--- src/rtl/gfx_cmd_pkg.sv ---
package gfx_cmd_pkg;

    typedef logic [7:0]  reg_idx_t;
    typedef logic [31:0] word_t;

    // Register numbers seen through the index register
    localparam reg_idx_t RI_STATUS  = 8'h00;
    localparam reg_idx_t RI_FG      = 8'h01;
    localparam reg_idx_t RI_BG      = 8'h02;
    localparam reg_idx_t RI_MASK    = 8'h03;
    localparam reg_idx_t RI_START   = 8'h04;
    localparam reg_idx_t RI_STOP    = 8'h05;
    localparam reg_idx_t RI_CLIP_TL = 8'h06;
    localparam reg_idx_t RI_CLIP_BR = 8'h07;

    localparam int STAT_BUSY_BIT = 31;
    localparam int STAT_OVF_BIT  = 30;

    localparam logic [2:0] OFS_INDEX = 3'd0;
    localparam logic [2:0] OFS_DATA  = 3'd4;

    typedef struct packed {
        reg_idx_t idx;
        word_t    data;
    } cmd_t;

    typedef struct packed {
        word_t fg;
        word_t bg;
        word_t mask;
        word_t start;
        word_t stop;
        word_t clip_tl;
        word_t clip_br;
    } draw_regs_t;

    function automatic word_t read_reg(input draw_regs_t r, input reg_idx_t i);
        case (i)
            RI_FG:      return r.fg;
            RI_BG:      return r.bg;
            RI_MASK:    return r.mask;
            RI_START:   return r.start;
            RI_STOP:    return r.stop;
            RI_CLIP_TL: return r.clip_tl;
            RI_CLIP_BR: return r.clip_br;
            default:    return '0;
        endcase
    endfunction

    function automatic draw_regs_t apply_cmd(input draw_regs_t r, input cmd_t c);
        draw_regs_t n;
        n = r;
        case (c.idx)
            RI_FG:      n.fg      = c.data;
            RI_BG:      n.bg      = c.data;
            RI_MASK:    n.mask    = c.data;
            RI_START:   n.start   = c.data;
            RI_STOP:    n.stop    = c.data;
            RI_CLIP_TL: n.clip_tl = c.data;
            RI_CLIP_BR: n.clip_br = c.data;
            default:    n = r;
        endcase
        return n;
    endfunction

endpackage

--- src/rtl/gfx_cmd_fifo.sv ---
module gfx_cmd_fifo
    import gfx_cmd_pkg::*;
#(
    parameter int DEPTH = 64,
    localparam int PTR_W = $clog2(DEPTH),
    localparam int CNT_W = $clog2(DEPTH + 1)
) (
    input  logic             clk,
    input  logic             rst,
    input  logic             push,
    input  cmd_t             push_data,
    input  logic             pop,
    output cmd_t             head,
    output logic             empty,
    output logic             full,
    output logic [CNT_W-1:0] count
);

    cmd_t             mem [DEPTH];
    logic [PTR_W-1:0] wr_ptr;
    logic [PTR_W-1:0] rd_ptr;

    function automatic logic [PTR_W-1:0] bump(input logic [PTR_W-1:0] p);
        if (p == PTR_W'(DEPTH - 1)) return '0;
        return p + 1'b1;
    endfunction

    assign empty = (count == '0);
    assign full  = (count == CNT_W'(DEPTH));
    assign head  = mem[rd_ptr];

    always_ff @(posedge clk) begin
        if (push) mem[wr_ptr] <= push_data;
    end

    always_ff @(posedge clk) begin
        if (rst) begin
            wr_ptr <= '0;
            rd_ptr <= '0;
            count  <= '0;
        end else begin
            if (push) wr_ptr <= bump(wr_ptr);
            if (pop)  rd_ptr <= bump(rd_ptr);
            case ({push, pop})
                2'b10:   count <= count + 1'b1;
                2'b01:   count <= count - 1'b1;
                default: count <= count;
            endcase
        end
    end

    a_r3_count_range: assert property (@(posedge clk) disable iff (rst)
        count <= CNT_W'(DEPTH));
    a_r4_push_not_full: assert property (@(posedge clk) disable iff (rst)
        push |-> !full);
    a_r2_pop_not_empty: assert property (@(posedge clk) disable iff (rst)
        pop |-> !empty);

endmodule

--- src/rtl/gfx_cmd_engine.sv ---
module gfx_cmd_engine
    import gfx_cmd_pkg::*;
(
    input  logic       clk,
    input  logic       rst,
    input  cmd_t       head,
    input  logic       empty,
    output logic       pop,
    output draw_regs_t live,
    output draw_regs_t snap,
    output logic       draw_req,
    input  logic       draw_ack
);

    draw_regs_t nxt;

    // One entry per cycle, none while a draw is outstanding
    assign pop = !empty && !draw_req;

    always_comb begin
        nxt = live;
        if (pop) nxt = apply_cmd(live, head);
    end

    always_ff @(posedge clk) begin
        if (rst) begin
            live     <= '0;
            snap     <= '0;
            draw_req <= 1'b0;
        end else begin
            live <= nxt;
            if (draw_req) begin
                if (draw_ack) draw_req <= 1'b0;
            end else if (pop && head.idx == RI_STOP) begin
                snap     <= nxt;
                draw_req <= 1'b1;
            end
        end
    end

    a_r6_req_hold: assert property (@(posedge clk) disable iff (rst)
        (draw_req && !draw_ack) |=> (draw_req && $stable(snap)));
    a_r6_req_after_stop: assert property (@(posedge clk) disable iff (rst)
        (!empty && !draw_req && head.idx == RI_STOP) |=> draw_req);
    a_r7_live_frozen: assert property (@(posedge clk) disable iff (rst)
        draw_req |=> $stable(live));

endmodule

--- src/rtl/gfx_cmd_host.sv ---
module gfx_cmd_host
    import gfx_cmd_pkg::*;
#(
    parameter int DEPTH = 64,
    localparam int CNT_W = $clog2(DEPTH + 1)
) (
    input  logic             clk,
    input  logic             rst,
    input  logic             host_sel,
    input  logic             host_wr,
    input  logic [2:0]       host_addr,
    input  word_t            host_wdata,
    output word_t            host_rdata,
    input  logic             q_full,
    input  logic             q_empty,
    input  logic [CNT_W-1:0] q_count,
    input  draw_regs_t       live,
    input  logic             draw_req,
    output logic             push,
    output cmd_t             push_data
);

    reg_idx_t idx_q;
    logic     ovf_q;
    logic     wr_index;
    logic     wr_data;
    logic     to_status;
    word_t    status;

    assign wr_index  = host_sel && host_wr && (host_addr == OFS_INDEX);
    assign wr_data   = host_sel && host_wr && (host_addr == OFS_DATA);
    assign to_status = (idx_q == RI_STATUS);

    assign push           = wr_data && !to_status && !q_full;
    assign push_data.idx  = idx_q;
    assign push_data.data = host_wdata;

    always_comb begin
        status                = '0;
        status[STAT_BUSY_BIT] = !q_empty || draw_req;
        status[STAT_OVF_BIT]  = ovf_q;
        status[CNT_W-1:0]     = CNT_W'(DEPTH) - q_count;
    end

    always_comb begin
        case (host_addr)
            OFS_INDEX: host_rdata = {24'd0, idx_q};
            OFS_DATA:  host_rdata = to_status ? status : read_reg(live, idx_q);
            default:   host_rdata = '0;
        endcase
    end

    always_ff @(posedge clk) begin
        if (rst) begin
            idx_q <= RI_STATUS;
            ovf_q <= 1'b0;
        end else begin
            if (wr_index) idx_q <= host_wdata[7:0];
            if (wr_data && !to_status && q_full)
                ovf_q <= 1'b1;
            else if (wr_data && to_status && host_wdata[STAT_OVF_BIT])
                ovf_q <= 1'b0;
        end
    end

    a_r1_index_load: assert property (@(posedge clk) disable iff (rst)
        wr_index |=> (idx_q == $past(host_wdata[7:0])));
    a_r4_drop_sets_ovf: assert property (@(posedge clk) disable iff (rst)
        (wr_data && !to_status && q_full) |=> ovf_q);
    a_r4_ovf_sticky: assert property (@(posedge clk) disable iff (rst)
        (ovf_q && !(wr_data && to_status && host_wdata[STAT_OVF_BIT])) |=> ovf_q);
    a_r8_status_no_slot: assert property (@(posedge clk) disable iff (rst)
        (wr_data && to_status) |-> !push);

endmodule

--- src/rtl/gfx_cmd_port.sv ---
module gfx_cmd_port
    import gfx_cmd_pkg::*;
#(
    parameter int FIFO_DEPTH = 64,
    localparam int CNT_W = $clog2(FIFO_DEPTH + 1)
) (
    input  logic        clk,
    input  logic        rst,
    input  logic        host_sel,
    input  logic        host_wr,
    input  logic [2:0]  host_addr,
    input  logic [31:0] host_wdata,
    output logic [31:0] host_rdata,
    output logic        draw_req,
    input  logic        draw_ack,
    output logic [31:0] draw_start,
    output logic [31:0] draw_end,
    output logic [31:0] draw_fg,
    output logic [31:0] draw_bg,
    output logic [31:0] draw_mask,
    output logic [31:0] draw_clip_tl,
    output logic [31:0] draw_clip_br
);

    cmd_t             push_data;
    cmd_t             head;
    logic             push;
    logic             pop;
    logic             q_empty;
    logic             q_full;
    logic [CNT_W-1:0] q_count;
    draw_regs_t       live;
    draw_regs_t       snap;

    gfx_cmd_host #(.DEPTH(FIFO_DEPTH)) u_host (
        .clk        (clk),
        .rst        (rst),
        .host_sel   (host_sel),
        .host_wr    (host_wr),
        .host_addr  (host_addr),
        .host_wdata (host_wdata),
        .host_rdata (host_rdata),
        .q_full     (q_full),
        .q_empty    (q_empty),
        .q_count    (q_count),
        .live       (live),
        .draw_req   (draw_req),
        .push       (push),
        .push_data  (push_data)
    );

    gfx_cmd_fifo #(.DEPTH(FIFO_DEPTH)) u_fifo (
        .clk       (clk),
        .rst       (rst),
        .push      (push),
        .push_data (push_data),
        .pop       (pop),
        .head      (head),
        .empty     (q_empty),
        .full      (q_full),
        .count     (q_count)
    );

    gfx_cmd_engine u_engine (
        .clk      (clk),
        .rst      (rst),
        .head     (head),
        .empty    (q_empty),
        .pop      (pop),
        .live     (live),
        .snap     (snap),
        .draw_req (draw_req),
        .draw_ack (draw_ack)
    );

    assign draw_start   = snap.start;
    assign draw_end     = snap.stop;
    assign draw_fg      = snap.fg;
    assign draw_bg      = snap.bg;
    assign draw_mask    = snap.mask;
    assign draw_clip_tl = snap.clip_tl;
    assign draw_clip_br = snap.clip_br;

    // a stalled draw never lets the queue shrink
    a_r7_queue_held: assert property (@(posedge clk) disable iff (rst)
        (draw_req && !draw_ack) |=> (q_count >= $past(q_count)));
    a_r5_busy_when_queued: assert property (@(posedge clk) disable iff (rst)
        (!q_empty && host_addr == OFS_DATA && u_host.idx_q == RI_STATUS)
        |-> host_rdata[STAT_BUSY_BIT]);

endmodule

--- config.mk ---
export PLATFORM = sky130hd
export DESIGN_NAME = gfx_cmd_port
export DESIGN_NICKNAME = d
export VERILOG_FILES = /design/src/rtl/gfx_cmd_pkg.sv /design/src/rtl/gfx_cmd_fifo.sv /design/src/rtl/gfx_cmd_engine.sv /design/src/rtl/gfx_cmd_host.sv /design/src/rtl/gfx_cmd_port.sv
export SDC_FILE = /design/constraint.sdc
export NUM_CORES = 2
export LEC_CHECK = 0
export BUFFER_PORTS_ARGS = -buffer_cell sky130_fd_sc_hd__buf_2
export CORE_UTILIZATION = 65
export CTS_CLUSTER_SIZE = 40
export DETAILED_ROUTE_END_ITERATION = 7
export PLACE_DENSITY = 0.88
export SYNTH_ARGS = -nofsm -noshare
export SYNTH_HDL_FRONTEND = slang
export SYNTH_SLANG_ARGS = --single-unit
--- constraint.sdc ---
create_clock -name clk -period 7.54 [get_ports clk]
set_input_delay 1.508 -clock clk [delete_from_list [all_inputs] [get_ports clk]]
set_output_delay 1.508 -clock clk [all_outputs]
set_load 0.1 [all_outputs]
==> qor.csv <==
metric,value,unit
core area,178800,µm²
DRC viols,24,
Synth top cells by count,"edfxtp_1 (2560), mux4_2 (734), mux2i_1 (502)",
share of layout cells above drive strength 1,26.49,%
Avg Synthesized Cell Area,19.96,µm²
number of synthesized register bits,3043,
drt wl/cell,40.99,µm
vias per cell,7.534,
Fmax achieved,150.7,MHz
share of the synthesized area in the top cell type,65.56,%
Worst Hold Class,reg -> reg,
violated checks,"DRC, slew limit",
initial antenna violation count,29,
FP Rows,155,
fin. max-slew vios,61,
clk_lat worst skew,960,ps
critical path type,reg -> out,
most frequent cell after synthesis,edfxtp_1,
area of the multi-input gates,29390,µm²
Netlist cell types,75,
Yosys top cell by area,edfxtp_1,
Worst Path Arrival,5130,ps
DPL Wire Length,194200,µm
Slew @ Worst Pin,1582,ps
Fin Clk Skew,63.23,ps
Root Buffer,clkbuf_16,
Post-Syn Instances,5873,
Sum Neg Setup Slack,0,ps
die area,182100,µm²
"CTS clk-pin slew, worst paths",70,ps
drt pass-1 iters,8,
CTS Sinks,3043,
CTS hold repair buffers,0,
Num CTS Buffers,304,
post-CTS resize count,0,
Max-Cap Viols,0,
Tcrit/Tclk final,88.00,%
Synth async-reset ratio,0,%
pin count of the biggest net entering global routing,282,
sequential share of the synthesized area,73.81,%
pwr/cell area,319.0,nW/µm²
syn_nets,5918,
critical-path maximum fanout,12,
nets,6321,
Final Hold Viols,0,
Register Area,86580,µm²
"EDFF count, synth",2560,
"Cell Area, Synth",117200,µm²
RSZ-0062 raised after global routing,no,
Leak Pwr,0.04459,µW
VDD IR-drop max,0.2755,mV
Setup crit end kind,output pin,
total track usage,40.16,%
Fillers,9145,
Ys Warns,0,
status,"complete, but fails checks",
Longest Clk Path Bufs,4,
CP required,6030,ps
worst hold slack,472.7,ps
I/O pins,297,
Starting Density,65.57,%
post-route minimum period,6635,ps
grt total ovfl,0,
Detailed Route Iter0 Violations,12430,
Total Wirelength,362800,µm
gp weighted congestion,0.9026,
vias in the first global route,66280,
DIE WIDTH,426.7,µm
ANT nets after route,0,
Worst Setup Start Kind,flop,
"top cells by area, synth","edfxtp_1 (66%), mux4_2 (14%), dfxtp_1 (8.2%), mux2i_1 (4.3%), nand2b_1 (2.6%)",
Post-CTS Setup Bufs,0,
H-tree depth,5,
setup violators final,0,
first-pass GRT wire length,503600,µm
"Top FF cell, synth",edfxtp_1,
Die Ht,426.7,µm
Slew headroom,-5.471,%
Via Count,66690,
Area Overhead vs Synth,12.00,%
I/O Buffers,296,
CTS tree,yes,
power by group:
group / switching (µW) / internal [µW]
Clock: 6490 / 8210
Sequential: 235 / 18300
Combinational: 5040 / 3620
Total: 11800 / 30100
cells by family after synthesis:
group,synth area share [%]
and+or+nand+nor,4.233
AOI/OAI and AO/OA,1.713
buffers and inverters,1.576
muxes,18.47
xor gates and xnor gates,0.1419
adders and majority gates,0.05336
DFF,73.81
final cells by class:
type,instances,area share [%]
repair buffers,464,2.374
diodes,11,0.02096
inverters,10,0.03430
multi-input cells,2453,22.38
clock buffers,390,6.239
clock inverters,125,0.7784
flip-flops and latches,3043,65.93
well taps,2355,2.244
per-layer routing:
metal  wire length, µm  share of wire [%]  track usage (%)
met1            111400                 31            48.84
met3             49000                 14            11.28
met5               311              0.086           0.5291
met2            173000                 48            64.06
met4             29060                8.0            25.13
registers in the layout, indices dropped and copies added, names as in the netlist, named ones only:
signal and count:
u_fifo.wr_ptr 6, u_engine.live 224, u_fifo.rd_ptr 6, u_fifo.count 7, u_engine.draw_req 1, u_host.idx_q 8
u_fifo.mem 2560, u_engine.snap 224, u_host.ovf_q 1
worst max-delay path, cell delays in order (launching register included):
cell	delay (ps)
dfxtp_2	350
or4_1	680
nor2_1	340
nand2_1	320
nor2_2	640
a222oi_1	270
o21ai_0	970
buf_2	590
cell usage in the layout, fill, tap and decap left out, types with 8 or more instances in the layout:
cell type and count:
diode_2 11, nor2_1 85, clkbuf_1 65, nor3_1 31, clkbuf_8 11, a31oi_1 16
a211oi_1 15, clkinv_1 51, buf_12 29, inv_6 9, nand3_1 12, or3_1 15
bufinv_16 16, a22oi_1 40, nand2_1 107, mux2_2 9, nand2b_1 485, a21oi_1 61
xor2_1 13, clkinv_2 41, a222oi_1 24, clkbuf_16 311, nand4_1 13, nor4_1 20
nor2_4 64, o22ai_1 8, o21ai_0 50, buf_2 294, mux2i_1 502, dfxtp_1 470
edfxtp_1 2560, mux4_2 734, buf_4 140
worst paths after layout:
kind,start,endpoint,slack (ps),cells past startpoint
setup / recovery,u_host.idx_q[3]$_SDFFE_PP0P_,host_rdata[4],900,7
hold / removal,u_engine.snap[205]$_SDFFE_PP0P_,u_engine.snap[205]$_SDFFE_PP0P_,470,2
setup reg to reg,flop,u_engine.snap[185]$_SDFFE_PP0P_,1420,10
hold reg to reg,u_engine.snap[205]$_SDFFE_PP0P_,u_engine.snap[205]$_SDFFE_PP0P_,470,2
metrics by stage:
stage / total power, µW / cell area, µm² / utilization [%] / worst slack, ps / cells
finish: 41890 / 131300 / 73.44 / 904.9 / 8851
global route: 42500 / 131300 / 73.43 / 797.5 / 8845
CTS: 41620 / 131300 / 73.43 / 1174 / 8840
detailed placement: 26960 / 122100 / 68.27 / 1590 / 8325
global placement: 26680 / 122100 / 68.27 / 1881 / 8325
floorplan: 24360 / 117200 / - / 1416 / 5873
Power figures use the tool's default switching activity.
